File: src/rtl/rom_rd_pkg.sv
`timescale 1ns/1ps
package rom_rd_pkg;

  typedef enum logic [2:0] {
    ST_IDLE,
    ST_SETUP,
    ST_WAIT_CE,
    ST_OE_ASSERT,
    ST_WAIT_DATA,
    ST_SAMPLE,
    ST_RELEASE,
    ST_TURNAROUND
  } rd_state_e;

endpackage

File: src/rtl/rom_rd_region.sv
`timescale 1ns/1ps
// Flags addresses in the unpopulated top quarter (two highest bits set).
module rom_rd_region #(
  parameter int AW = 21
) (
  input  logic [AW-1:0] addr,
  output logic          empty
);

  assign empty = addr[AW-1] & addr[AW-2];

endmodule

File: src/rtl/rom_rd_timing.sv
`timescale 1ns/1ps
// Captures the cycle counts once after reset and stores the derived
// schedule points: OE start, sample point, and return-to-idle point.
module rom_rd_timing #(
  parameter int CW          = 8,
  parameter int TW          = CW + 2,
  parameter int DEF_T_ADDR  = 12,
  parameter int DEF_T_CE    = 12,
  parameter int DEF_T_OE    = 6,
  parameter int DEF_T_FLOAT = 6,
  parameter int DEF_T_CYCLE = 12
) (
  input  logic          clk,
  input  logic          rst_n,
  input  logic [CW-1:0] cfg_t_addr,
  input  logic [CW-1:0] cfg_t_ce,
  input  logic [CW-1:0] cfg_t_oe,
  input  logic [CW-1:0] cfg_t_float,
  input  logic [CW-1:0] cfg_t_cycle,
  output logic          loaded,
  output logic [TW-1:0] oe_start,
  output logic [TW-1:0] sample_at,
  output logic [TW-1:0] idle_at
);

  localparam int PW = 3 * TW;

  function automatic logic [PW-1:0] derive(
    input logic [CW-1:0] na,
    input logic [CW-1:0] nc,
    input logic [CW-1:0] no,
    input logic [CW-1:0] nf,
    input logic [CW-1:0] nrc
  );
    logic [TW-1:0] t_acc;
    logic [TW-1:0] s;
    logic [TW-1:0] d;
    logic [TW-1:0] x;
    t_acc = (na > nc) ? TW'(na) : TW'(nc);
    s     = (t_acc > TW'(no)) ? (t_acc - TW'(no)) : TW'(1);
    d     = t_acc;
    if ((s + TW'(no)) > d) d = s + TW'(no);
    if ((s + TW'(1)) > d)  d = s + TW'(1);
    x     = d + TW'(1) + TW'(nf);
    if (TW'(nrc) > x)      x = TW'(nrc);
    if ((d + TW'(2)) > x)  x = d + TW'(2);
    return {s, d, x};
  endfunction

  localparam logic [PW-1:0] DEF_PACK = derive(CW'(DEF_T_ADDR), CW'(DEF_T_CE),
                                              CW'(DEF_T_OE), CW'(DEF_T_FLOAT),
                                              CW'(DEF_T_CYCLE));

  logic [PW-1:0] pack_d;
  logic [PW-1:0] pack_q;
  logic          ld_en;

  always_comb begin
    pack_d = derive(cfg_t_addr, cfg_t_ce, cfg_t_oe, cfg_t_float, cfg_t_cycle);
    ld_en  = ~loaded;
  end

  always_ff @(posedge clk or negedge rst_n) begin
    if (!rst_n) begin
      loaded <= 1'b0;
      pack_q <= DEF_PACK;
    end else if (ld_en) begin
      loaded <= 1'b1;
      pack_q <= pack_d;
    end
  end

  assign oe_start  = pack_q[PW-1:2*TW];
  assign sample_at = pack_q[2*TW-1:TW];
  assign idle_at   = pack_q[TW-1:0];

endmodule

File: src/rtl/rom_rd_fsm.sv
`timescale 1ns/1ps
// Bus-cycle sequencer: one cycle counter from chip-enable assertion,
// enables decoded from the state register.
module rom_rd_fsm
  import rom_rd_pkg::*;
#(
  parameter int AW = 21,
  parameter int DW = 16,
  parameter int TW = 10
) (
  input  logic          clk,
  input  logic          rst_n,
  input  logic          cfg_ok,
  input  logic [TW-1:0] oe_start,
  input  logic [TW-1:0] sample_at,
  input  logic [TW-1:0] idle_at,
  input  logic          req_valid,
  input  logic [AW-1:0] req_addr,
  input  logic          addr_empty,
  output logic          req_ready,
  output logic [AW-1:0] mem_addr,
  output logic          mem_ce_n,
  output logic          mem_oe_n,
  input  logic [DW-1:0] mem_data,
  output logic          rsp_valid,
  output logic          rsp_err,
  output logic [DW-1:0] rsp_data
);

  rd_state_e     st_q;
  rd_state_e     st_d;
  logic [TW-1:0] cnt_q;
  logic [TW-1:0] cnt_d;
  logic [TW-1:0] cnt_inc;
  logic          cnt_en;
  logic          take_bus;
  logic          take_err;
  logic          capture;
  logic          rsp_en;
  logic [AW-1:0] addr_q;
  logic          rsp_valid_q;
  logic          rsp_err_q;
  logic [DW-1:0] rsp_data_q;

  assign req_ready = cfg_ok & (st_q == ST_IDLE);
  assign take_bus  = req_ready & req_valid & ~addr_empty;
  assign take_err  = req_ready & req_valid & addr_empty;
  assign cnt_inc   = cnt_q + TW'(1);
  assign rsp_en    = capture | take_err;

  always_comb begin
    st_d    = st_q;
    cnt_d   = cnt_inc;
    cnt_en  = 1'b1;
    capture = 1'b0;
    unique case (st_q)
      ST_IDLE: begin
        cnt_d  = '0;
        cnt_en = take_bus;
        if (take_bus) st_d = ST_SETUP;
      end
      ST_SETUP, ST_WAIT_CE: begin
        st_d = (cnt_inc >= oe_start) ? ST_OE_ASSERT : ST_WAIT_CE;
      end
      ST_OE_ASSERT, ST_WAIT_DATA: begin
        if (cnt_inc >= sample_at) begin
          st_d    = ST_SAMPLE;
          capture = 1'b1;
        end else begin
          st_d = ST_WAIT_DATA;
        end
      end
      ST_SAMPLE: begin
        st_d = ST_RELEASE;
      end
      ST_RELEASE, ST_TURNAROUND: begin
        st_d = (cnt_inc >= idle_at) ? ST_IDLE : ST_TURNAROUND;
      end
      default: begin
        st_d = ST_IDLE;
      end
    endcase
  end

  always_ff @(posedge clk or negedge rst_n) begin
    if (!rst_n) begin
      st_q <= ST_IDLE;
    end else begin
      st_q <= st_d;
    end
  end

  always_ff @(posedge clk or negedge rst_n) begin
    if (!rst_n) begin
      cnt_q <= '0;
    end else if (cnt_en) begin
      cnt_q <= cnt_d;
    end
  end

  always_ff @(posedge clk or negedge rst_n) begin
    if (!rst_n) begin
      addr_q <= '0;
    end else if (take_bus) begin
      addr_q <= req_addr;
    end
  end

  always_ff @(posedge clk or negedge rst_n) begin
    if (!rst_n) begin
      rsp_valid_q <= 1'b0;
      rsp_err_q   <= 1'b0;
    end else begin
      rsp_valid_q <= rsp_en;
      rsp_err_q   <= take_err;
    end
  end

  always_ff @(posedge clk or negedge rst_n) begin
    if (!rst_n) begin
      rsp_data_q <= '0;
    end else if (rsp_en) begin
      rsp_data_q <= capture ? mem_data : '0;
    end
  end

  assign mem_addr  = addr_q;
  assign mem_ce_n  = (st_q == ST_IDLE) | (st_q == ST_RELEASE) | (st_q == ST_TURNAROUND);
  assign mem_oe_n  = ~((st_q == ST_OE_ASSERT) | (st_q == ST_WAIT_DATA) | (st_q == ST_SAMPLE));
  assign rsp_valid = rsp_valid_q;
  assign rsp_err   = rsp_err_q;
  assign rsp_data  = rsp_data_q;

endmodule

File: src/rtl/rom_read_ctrl.sv
`timescale 1ns/1ps
module rom_read_ctrl #(
  parameter int AW          = 21,
  parameter int DW          = 16,
  parameter int CW          = 8,
  parameter int DEF_T_ADDR  = 12,
  parameter int DEF_T_CE    = 12,
  parameter int DEF_T_OE    = 6,
  parameter int DEF_T_FLOAT = 6,
  parameter int DEF_T_CYCLE = 12
) (
  input  logic          clk,
  input  logic          rst_n,
  input  logic [CW-1:0] cfg_t_addr,
  input  logic [CW-1:0] cfg_t_ce,
  input  logic [CW-1:0] cfg_t_oe,
  input  logic [CW-1:0] cfg_t_float,
  input  logic [CW-1:0] cfg_t_cycle,
  input  logic          req_valid,
  input  logic [AW-1:0] req_addr,
  output logic          req_ready,
  output logic [AW-1:0] mem_addr,
  output logic          mem_ce_n,
  output logic          mem_oe_n,
  input  logic [DW-1:0] mem_data,
  output logic          rsp_valid,
  output logic          rsp_err,
  output logic [DW-1:0] rsp_data
);

  localparam int TW = CW + 2;

  logic          cfg_ok;
  logic [TW-1:0] oe_start;
  logic [TW-1:0] sample_at;
  logic [TW-1:0] idle_at;
  logic          addr_empty;

  rom_rd_timing #(
    .CW(CW), .TW(TW),
    .DEF_T_ADDR(DEF_T_ADDR), .DEF_T_CE(DEF_T_CE), .DEF_T_OE(DEF_T_OE),
    .DEF_T_FLOAT(DEF_T_FLOAT), .DEF_T_CYCLE(DEF_T_CYCLE)
  ) u_timing (
    .clk(clk), .rst_n(rst_n),
    .cfg_t_addr(cfg_t_addr), .cfg_t_ce(cfg_t_ce), .cfg_t_oe(cfg_t_oe),
    .cfg_t_float(cfg_t_float), .cfg_t_cycle(cfg_t_cycle),
    .loaded(cfg_ok), .oe_start(oe_start), .sample_at(sample_at), .idle_at(idle_at)
  );

  rom_rd_region #(.AW(AW)) u_region (
    .addr(req_addr), .empty(addr_empty)
  );

  rom_rd_fsm #(.AW(AW), .DW(DW), .TW(TW)) u_fsm (
    .clk(clk), .rst_n(rst_n), .cfg_ok(cfg_ok),
    .oe_start(oe_start), .sample_at(sample_at), .idle_at(idle_at),
    .req_valid(req_valid), .req_addr(req_addr), .addr_empty(addr_empty),
    .req_ready(req_ready), .mem_addr(mem_addr), .mem_ce_n(mem_ce_n),
    .mem_oe_n(mem_oe_n), .mem_data(mem_data),
    .rsp_valid(rsp_valid), .rsp_err(rsp_err), .rsp_data(rsp_data)
  );

endmodule

File: config.mk
export PLATFORM = sky130hd
export DESIGN_NAME = rom_read_ctrl
export DESIGN_NICKNAME = d
export VERILOG_FILES = /design/src/rtl/rom_rd_pkg.sv /design/src/rtl/rom_rd_region.sv /design/src/rtl/rom_rd_timing.sv /design/src/rtl/rom_rd_fsm.sv /design/src/rtl/rom_read_ctrl.sv
export SDC_FILE = /design/constraint.sdc
export NUM_CORES = 1
export LEC_CHECK = 0
export ABC_AREA = 1
export BUFFER_PORTS_ARGS = -buffer_cell sky130_fd_sc_hd__buf_2
export CAP_MARGIN = 0
export CORE_MARGIN = 8
export CORE_UTILIZATION = 62
export DETAILED_ROUTE_END_ITERATION = 8
export PLACE_DENSITY = 0.92
export SLEW_MARGIN = 20
export SYNTH_ARGS = -nofsm -noshare
export SYNTH_HDL_FRONTEND = slang
export SYNTH_SLANG_ARGS = --single-unit
File: constraint.sdc
create_clock -name clk -period 5.15 [get_ports clk]
set_input_delay 1.03 -clock clk [delete_from_list [all_inputs] [get_ports clk]]
set_output_delay 1.03 -clock clk [all_outputs]
set_load 0.02 [all_outputs]
==> metrics, run 1 <==
ys flop type dfrtp_1; Seq cells post-synth 83; Num CTS Buffers 9; Port-buffer cells 121; status stopped before the end; hold_buf cts 0; die width between 100 and 150 µm; post-synth cell types 51; placed instance area about 0.010 mm²; root buf cell clkbuf_16; dpl cells 1475; initial core utilization 63.0%; CTS Sinks 83; total track usage around two thirds; Mapped Nets around 1200; EDFF count, synth 0; Rows 40; Halt Stage global routing (5_1_grt); first-pass GRT wire length 81.3 mm; Placer Congestion a little under 1; number of global-route vias before repair 12900; Err [ERROR GRT-0116] Global routing finished with congestion. Check the congestion regions in the DRC Viewer.; Post-Syn Area approximately 0.0075 mm²; post-synthesis sequential area ratio 27.8%; HPWL after DPL 22.6 mm; Post-Synthesis Cells about 1000; Avg Cell Area, Syn 7.42 µm²; CTS H-Tree Depth 3; total global routing overflow 72; clock buffer depth 2; asr flop ratio synth between 90% and 100%; largest net degree at the start of global routing 84; synth warn 0; die height ~130 µm; I/O pins ~120
-- Yosys cell counts (15+ instances only) --
| master | number | share of area, % |
|---|---|---|
| nand2_2 | 19 | 1.6 |
| inv_1 | 183 | 9.2 |
| nor2_1 | 55 | 2.8 |
| ha_1 | 98 | 16 |
| nand3_1 | 72 | 4.8 |
| nand2_1 | 213 | 11 |
| nand4_1 | 15 | 1.3 |
| dfrtp_1 | 76 | 25 |
| o21ai_0 | 67 | 4.5 |
| mux2_2 | 19 | 2.9 |
| xor2_1 | 19 | 2.2 |
| a21oi_1 | 40 | 2.7 |
-- metrics by stage --
stage / setup slack, ns / util, %
4_1_cts: -5.34 / 96.5
2_1_floorplan: -5.63 / -
3_5_place_dp: -6.74 / 83.8
3_3_place_gp: -5.76 / 83.8
-- per-layer routing --
layer / GRT usage (%) / GRT overflow
met1: 63.2 / 1
met2: 83.2 / 46
met3: 53.7 / 1
met4: 73.5 / 24
met5: 30.0 / 0
-- repair_timing --
item	CTS
buffers inserted	59
gates resized for setup	188
endpoints found under the setup margin	19
pin swaps	112
gates cloned	2
-- kinds of logic after synthesis --
logic type      Yosys count  share of synthesized area [%]
compound gates          164                           12.9
xor+xnor                 22                           2.82
fa+ha+maj               101                           17.2
buf+inv                 208                           10.7
flops                    83                           27.8
mux                      19                           2.85
other cells               1                         0.0500
simple gates            413                           25.7
==> run 2, diff against run 1 <==
CORE_UTILIZATION = 40   (was 62)
PLACE_DENSITY = not set   (was 0.92)
PLACE_DENSITY_LB_ADDON = 0.15   (was not set)
==> run 2 against run 1 <==
Against the previous run:
- the flow now finishes, with violations (setup timing)
- synthesized cell count unchanged
- synthesized area unchanged
==> metrics, run 2 <==
most common cell after layout, fill and taps aside buf_4; total die area approximately 0.023 mm²; post-synth cell types 51; largest area contributor in the netlist dfrtp_1; Yosys top cell area share 25.4%; clock-pin slew on the worst setup and hold paths about 0.060 ns; Post-route DRC 0; drt first pass iters 5; total track usage about 20%; layout cells sized above 1 46.2%; DRT antenna net count 0; HP Start u_timing.pack_q[4]; Critical Path Fanout Max 8; asr flop ratio synth between 90% and 100%; unrepaired setup endpoints after global routing yes; Vias between 8000 and 9000; core area ~0.019 mm²; R2R Setup Slk 1.63 ns; slowest stage delay, CP roughly 0.4 ns; synth warn 0; CP bufs+invs 12; fin crit share 206%; FMAX roughly 94 MHz; Num CTS Buffers 9; drt wl/cell approximately 15 µm; Post-Syn Area 0.00750 mm²; worst reg2reg path depth 19; Final Hold Viols 0; max_slew headroom 36.1%; Worst R2R Start u_fsm.cnt_q[0]; Avg Cell Area, Syn roughly 7.4 µm²; HPWL after DPL 17.7 mm; Placer Congestion 0.913; Critical R2R Capture u_fsm.rsp_data[15]; fin nets between 1500 and 2000; Post-Synthesis Cells around 1000; root buf cell clkbuf_16; Top reg by flops u_timing.pack_q; CTS Sinks 83; Port-buffer cells between 100 and 150; die height 153 µm; WHS Endpoint u_timing.pack_q[4]; Hold Path Stages 2; EDFF count, synth 0; min-delay worst type reg2reg; CP Capture Type flop; area grow syn2layout 58.5%; vias per cell about 4.8; final slew viol count 0; Detailed Route Iter0 Violations just under 400; most common cell in the netlist nand2_1; final setup violating endpoints 19; first-pass GRT wire length ~38 mm; synth top area cells dfrtp_1 25%, ha_1 16%, nand2_1 11%; die width about 150 µm; critical path arrival about 11 ns; crit path kind in2reg; TritonCTS clock tree yes; Mapped Nets 1192; skew final just over 0.01 ns; Seq cells post-synth 83; Worst EP required between 5 and 6 ns; CP delay by family, top simple AND/OR/NAND/NOR gates; total global routing overflow 0; status finished, violations left; Crit-path slowest cell fa_2; ys flop type dfrtp_1; failing checks setup timing; Critical Path Most Common Cell nand2_4; clock buffer depth 2; initial core utilization roughly 40%; most frequent cells in the layout 266 x buf_4, 176 x nand2_1, 167 x inv_1; commonest cells in the netlist 213 x nand2_1, 183 x inv_1, 98 x ha_1; setup ws final -5.46 ns; Clock Latency Late Sink roughly 0.34 ns; number of global-route vias before repair between 8000 and 9000; initial antenna violation count 0; largest net degree at the start of global routing 84; minimum clock period approximately 11 ns; I/O pins between 100 and 150; measured slew at the worst slew-check pin between 0.9 and 1 ns; CP startpoint kind primary input; Rows 50; CTS H-Tree Depth 3; diodes inserted 0; max FFs per register 30; Max Cap Viol 0; DP Worst Slack -6.11 ns; post-synthesis sequential area ratio between 20% and 30%; final WL approximately 24 mm
==> run 2: cell counts after synthesis <==
No cell type changed its count.
==> run 2: worst min-delay path, cell delays in order, from the launching register on <==
cell and delay [ns]:
dfstp_2 0.37, nand2_1 0.05, nand2_1 0.05
==> run 2: kinds of logic after synthesis <==
| group | share of synthesized area (%) |
|---|---|
| multiplexers | 2.85 |
| adder cells (fa/ha/maj) | 17.2 |
| AO/OA/AOI/OAI | 12.9 |
| other | 0.0500 |
| buffers and inverters | 10.7 |
| XOR/XNOR | 2.82 |
| AND/OR/NAND/NOR | 25.7 |
| flip-flops | 27.8 |
==> run 2: layer usage <==
layer	vias to the layer above	global-route usage [%]	wire length [µm]
li1	4095	-	-
met1	3693	24.4	10800
met2	207	33.9	11500
met3	50	4.00	1200
met4	0	4.95	674
met5	-	0	0
==> run 2: timing repair <==
item	in CTS	in global routing
pin swaps	79	93
hold buffers	0	0
gates resized for setup	95	99
setup buffers	67	24
gates cloned	1	0
setup endpoints to repair	19	19
==> run 2: area by class of cell <==
class / instances / area [µm²]
fillers: 1581 / 6690
clock inverters: 6 / 47.5
inverters: 192 / 746
repair buffers: 413 / 3010
flip-flops and latches: 83 / 2090
well taps: 234 / 293
clock buffers: 10 / 239
multi-input cells: 721 / 5460
==> run 2: worst max-delay path by stage <==
stage / start / to / cells after the start
final: cfg_t_ce[1] / u_timing.pack_q[9] / 80
after global routing: cfg_t_addr[4] / u_timing.pack_q[9] / 80
after CTS: cfg_t_ce[3] / u_timing.pack_q[9] / 82
after detailed placement: cfg_t_ce[1] / u_timing.pack_q[9] / 82
after global placement: cfg_t_ce[1] / u_timing.pack_q[9] / 74
after floorplan: cfg_t_ce[1] / u_timing.pack_q[8] / 86
==> run 2: per-stage QoR <==
step                      hold WS, ns  area, µm²  setup TNS, ns  utilization [%]  instances
after floorplan                 0.433       7700         -69.62                -       1011
after global placement          0.449      10200         -77.45             54.9       1577
after detailed placement        0.451      10200         -81.43             54.9       1577
after CTS                       0.461      11400         -67.68             61.2       1658
after global routing            0.487      11900         -80.47             64.0       1659
final                           0.461      11900         -71.54             64.0       1659
Power of run 2 is left out: the tool's default activity adds up to more than one toggle a clock period on the data nets, which glitch-free logic cannot reach.
==> run 3, diff against run 2 <==
SYNTH_HIERARCHICAL = 1   (was not set)
TNS_END_PERCENT = 5   (was not set)
==> run 3 against run 2 <==
Against the previous run:
- the flow still finishes with violations (setup timing)
- critical path depth decreased by 8
- final cell count increased by 3.5%
- core utilization decreased by 3.5 points
- register-to-register slack improved by 0.42 ns
- critical path type unchanged
- critical endpoint is now u_timing/pack_q[2]
==> metrics, run 3 <==
max FFs per register 29; Critical Path Fanout Max 8; drt first pass iters 4; synth warn 6; EDFF count, synth 0; area grow syn2layout 49.9%; crit path kind in2reg; max_slew headroom 52.2%; Max Cap Viol 0; Port-buffer cells around 120; die height between 150 and 200 µm; final setup violating endpoints 20; fin nets about 1600; hold_buf cts 0; skew final between 0.006 and 0.007 ns; measured slew at the worst slew-check pin 0.717 ns; Post-route DRC 0; vias per cell about 4.6; root buf cell clkbuf_16; GR peak layer met2; slowest stage delay, CP 0.38 ns; status finished, violations left; most common cell in the netlist nand2_1; met3 Usage GRT under 10%; Clock Latency Late Sink around 0.34 ns; final slew viol count 0; Num CTS Buffers 9; Mapped Nets around 1300; TritonCTS clock tree yes; CP Capture Type flop; minimum clock period 10.76 ns; Avg Cell Area, Syn between 7 and 8 µm²; failing checks setup timing; post-synth cell types between 50 and 60; fin crit share 209%; unrepaired setup endpoints after global routing yes; DRT antenna net count 0; met2 usage between 30% and 40%; I/O pins between 100 and 150; most frequent cells in the layout 337 x nand2_1, 234 x buf_4, 153 x inv_1; post-layout util between 60% and 70%; clock-pin slew on the worst setup and hold paths around 0.06 ns; HPWL after DPL around 18 mm; diodes inserted 0; Rows 51; critical path arrival between 10 and 15 ns; clock buffer depth 2; FMAX 92.9 MHz; Post-Synthesis Cells roughly 1100; setup ws final -5.61 ns; largest area contributor in the netlist dfrtp_1; most common cell after layout, fill and taps aside nand2_1; synth top area cells dfrtp_1 24%, nand2_1 18%, ha_1 16%; layout cells sized above 1 about two fifths; total die area 0.0241 mm²; CTS H-Tree Depth 3; Placer Congestion between 0.9 and 1; total global routing overflow 0; commonest cells in the netlist 364 x nand2_1, 173 x inv_1, 100 x ha_1; die width roughly 160 µm; Vias 7863; final WL ~22 mm; M1 GR Usage a little under a quarter; CTS Sinks 82; initial antenna violation count 0; min-delay worst type reg2reg; Crit-path slowest cell fa_2; total track usage 17.8%; Top reg by flops u_timing/pack_q; initial core utilization between 40% and 50%; core area 0.0192 mm²; Worst EP required around 5.4 ns; Seq cells post-synth 82; first-pass GRT wire length 35.5 mm; drt wl/cell roughly 13 µm; post-synthesis sequential area ratio 26.6%; ys flop type dfrtp_1; Detailed Route Iter0 Violations approximately 300; Yosys top cell area share 24.2%; largest net degree at the start of global routing 83; Post-Syn Area just under 0.008 mm²; Final Hold Viols 0; CP startpoint kind primary input; number of global-route vias before repair roughly 7700; asr flop ratio synth 100%
-- run 3: cell count changes in the layout (fill, tap and decap cells not counted), sizes merged, moves of 5 or more --
| cell | before | now |
|---|---|---|
| inv | 192 | 183 |
| a21oi | 40 | 45 |
| o21bai | 12 | 7 |
| o21ai | 80 | 55 |
| nand2 | 240 | 385 |
| buf | 413 | 364 |
| mux2 | 19 | 0 |
| nor2 | 62 | 53 |
-- run 3: per-stage QoR --
stage	setup slack (ns)	hold slack, ns	instances	TNS [ns]	area (µm²)
after global routing	-6.32	0.488	1717	-88.26	11600
final	-5.61	0.458	1717	-76.99	11600
after detailed placement	-6.32	0.449	1674	-90.22	10300
after floorplan	-5.43	0.439	1095	-71.80	7950
after CTS	-5.66	0.459	1692	-76.99	10800
after global placement	-6.01	0.448	1674	-85.03	10300
-- run 3: logic make-up after synthesis --
logic type      Yosys count  share of synthesized area [%]
compound gates          125                           9.30
xor+xnor                 23                           2.94
fa+ha+maj               103                           16.9
buf+inv                 207                           11.0
flops                    82                           26.6
other cells               1                         0.0484
simple gates            554                           33.2
-- run 3: final timing paths --
path | startpoint | end | slack (ns) | cells after the start
max | cfg_t_ce[3] | u_timing/pack_q[2] | -5.61 | 72
min | u_timing/pack_q[4] | u_timing/pack_q[4] | 0.46 | 2
max reg2reg | u_fsm/cnt_q[0] | u_fsm/rsp_data[4] | 2.05 | 16
min reg2reg | u_timing/pack_q[4] | u_timing/pack_q[4] | 0.46 | 2
max in group asynchronous | rst_n | u_timing/pack_q[2] | 3.93 | 1
min in group asynchronous | rst_n | u_fsm/mem_addr[5] | 0.74 | 1
-- run 3: what timing repair did --
item | CTS | global route
pin swaps | 4 | 90
endpoints found under the setup margin | 20 | 20
gates resized for setup | 17 | 135
gates cloned | 1 | 1
buffers inserted | 1 | 24
endpoints found under the hold margin | 0 | 0
-- run 3: area by class of cell --
class | count | area (µm²)
Clock buffer | 9 | 225
Fill cell | 1761 | 7590
Sequential cell | 82 | 2060
Clock inverter | 7 | 141
Multi-Input combinational cell | 807 | 5570
Tap cell | 265 | 332
Inverter | 183 | 709
Timing Repair Buffer | 364 | 2570
-- run 3: routing by layer --
layer	vias to the layer above	share of wire [%]
met5	-	0
met4	0	1.7
met3	24	4.5
met2	131	47
met1	3514	47
li1	4194	-
-- run 3: worst max-delay path: cells and delay by family --
| family | cells | cell delay (ns) |
|---|---|---|
| simple gates | 31 | 3.66 |
| buf+inv | 10 | 0.87 |
| xor+xnor | 2 | 0.33 |
| fa+ha+maj | 8 | 2.27 |
| compound gates | 21 | 2.81 |
Power of run 3 is left out for the same reason.
==> run 4, diff against run 3 <==
SKIP_CTS_REPAIR_TIMING = 1   (was not set)
==> run 4 against run 3 <==
Against the previous run:
- the run still ends with setup timing left
- sequential share of layout area is 0.46 points higher
- global-route usage down 0.20 points
- register-to-register slack barely moved
- final cell count is 0.35% lower
- first-iteration DRC count increased by 9.4%
- maximum frequency is essentially flat
- worst setup slack gained 0.0078 ns
- flip-flop and latch count stayed put
- via count fell by 0.97%
- wire length shrank 2.4%
==> metrics, run 4 (synthesized netlist as in run 3, its figures left out) <==
status finished, violations left; failing checks setup timing; HP Start u_timing/pack_q[4]; CP Capture Type flop; layout cells sized above 1 around two fifths; FMAX between 90 and 100 MHz; WHS Endpoint u_timing/pack_q[4]; initial core utilization slightly above 40%; die width between 150 and 200 µm; HPWL after DPL about 18 mm; Worst EP required ~5.4 ns; total global routing overflow 0; Post-route DRC 0; CTS Sinks 82; WL met2 between 10 and 15 mm; number of global-route vias before repair around 7700; drt wl/cell 12.7 µm; Num CTS Buffers 9; root buf cell clkbuf_16; Final Hold Viols 0; min-delay worst type reg2reg; largest net degree at the start of global routing slightly above 80; Critical Path Most Common Cell nand2_1; clock buffer depth 2; vias per cell around 4.6; total track usage about 18%; total die area 0.0241 mm²; met3 routed WL approximately 970 µm; Critical Path Fanout Max 6; Rows between 50 and 60; DRT antenna net count 0; Crit-path slowest cell nor4_4; area grow syn2layout 46.1%; Critical Path Source cfg_t_ce[3]; placed instance area 0.0103 mm²; most frequent cells in the layout 345 x nand2_1, 229 x buf_4, 161 x inv_1; final slew viol count 0; initial antenna violation count 0; fin area between 0.01 and 0.015 mm²; Max Cap Viol 0; final WL ~22 mm; max FFs per register 29; CTS H-Tree Depth 3; Max Used Layer met4; final setup violating endpoints 20; crit path kind in2reg; Worst R2R Start u_fsm/cnt_q[0]; minimum clock period 10.75 ns; critical path arrival around 11 ns; CP startpoint kind primary input; Vias between 7000 and 8000; Detailed Route Iter0 Violations 325; TritonCTS clock tree yes; fin crit share 209%; Top reg by flops u_timing/pack_q; I/O pins between 100 and 150; skew final approximately 0.0063 ns; diodes inserted 0; worst reg2reg path depth 16; first-pass GRT wire length between 30 and 40 mm; setup ws final -5.60 ns; unrepaired setup endpoints after global routing yes; slowest stage delay, CP between 0.3 and 0.4 ns; Clock Latency Late Sink 0.34 ns; Hold Path Stages 2; die height ~160 µm; fin nets around 1600; clock-pin slew on the worst setup and hold paths 0.06 ns; measured slew at the worst slew-check pin just over 0.7 ns; # fillers about 1800; R2R Setup Slk a little over 2 ns; Port-buffer cells ~120; most common cell after layout, fill and taps aside nand2_1; max_slew headroom 52.2%; met1 wire length between 10 and 15 mm; Critical R2R Capture u_fsm/rsp_data[4]; core area ~0.019 mm²; drt first pass iters 4; Placer Congestion a little over 0.9
==> run 4: cell types whose count changed in the layout (fill, tap and decap cells not counted), sizes merged <==
cell and change:
buf -5, nand3 -1
==> run 4: final cells by class <==
type / count / area (µm²) / area share [%]
multi-input combinational: 806 / 5430 / 48.0
tap: 265 / 332 / 2.93
sequential: 82 / 2060 / 18.2
clock inverter: 7 / 141 / 1.25
inverter: 183 / 697 / 6.16
clock buffer: 9 / 225 / 1.99
timing repair buffer: 359 / 2430 / 21.5
==> run 4: worst max-delay path: cells and delay by family <==
kind	cells	cell delay [ns]
AO/OA/AOI/OAI	18	2.40
AND/OR/NAND/NOR	36	3.81
adder cells (fa/ha/maj)	8	2.19
XOR/XNOR	2	0.44
buffers and inverters	11	1.13
==> run 4: routing by layer <==
metal | vias to the layer above | GRT usage [%]
met3 | 22 | 2.83
met1 | 3471 | 22.8
met5 | - | 0
met4 | 0 | 4.85
li1 | 4161 | -
met2 | 133 | 29.8
==> run 4: stage by stage <==
step	setup slack [ns]	std cells	TNS, ns	hold slack [ns]	utilization, %
floorplan	-5.43	1095	-71.80	0.439	-
global placement	-6.01	1674	-85.03	0.448	53.8
detailed placement	-6.32	1674	-90.22	0.449	53.8
CTS	-6.00	1690	-83.48	0.459	55.7
global route	-6.32	1711	-88.65	0.488	58.9
finish	-5.60	1711	-77.53	0.458	58.9
==> run 4: how the worst max path moves through the flow <==
stage,endpoint,slack [ns]
floorplan,u_timing/pack_q[2],-5.43
global placement,u_timing/pack_q[7],-6.01
detailed placement,u_timing/pack_q[7],-6.32
CTS,u_timing/pack_q[7],-6.00
global route,u_timing/pack_q[7],-6.32
finish,u_timing/pack_q[7],-5.60
Power of run 4 is left out for the same reason.
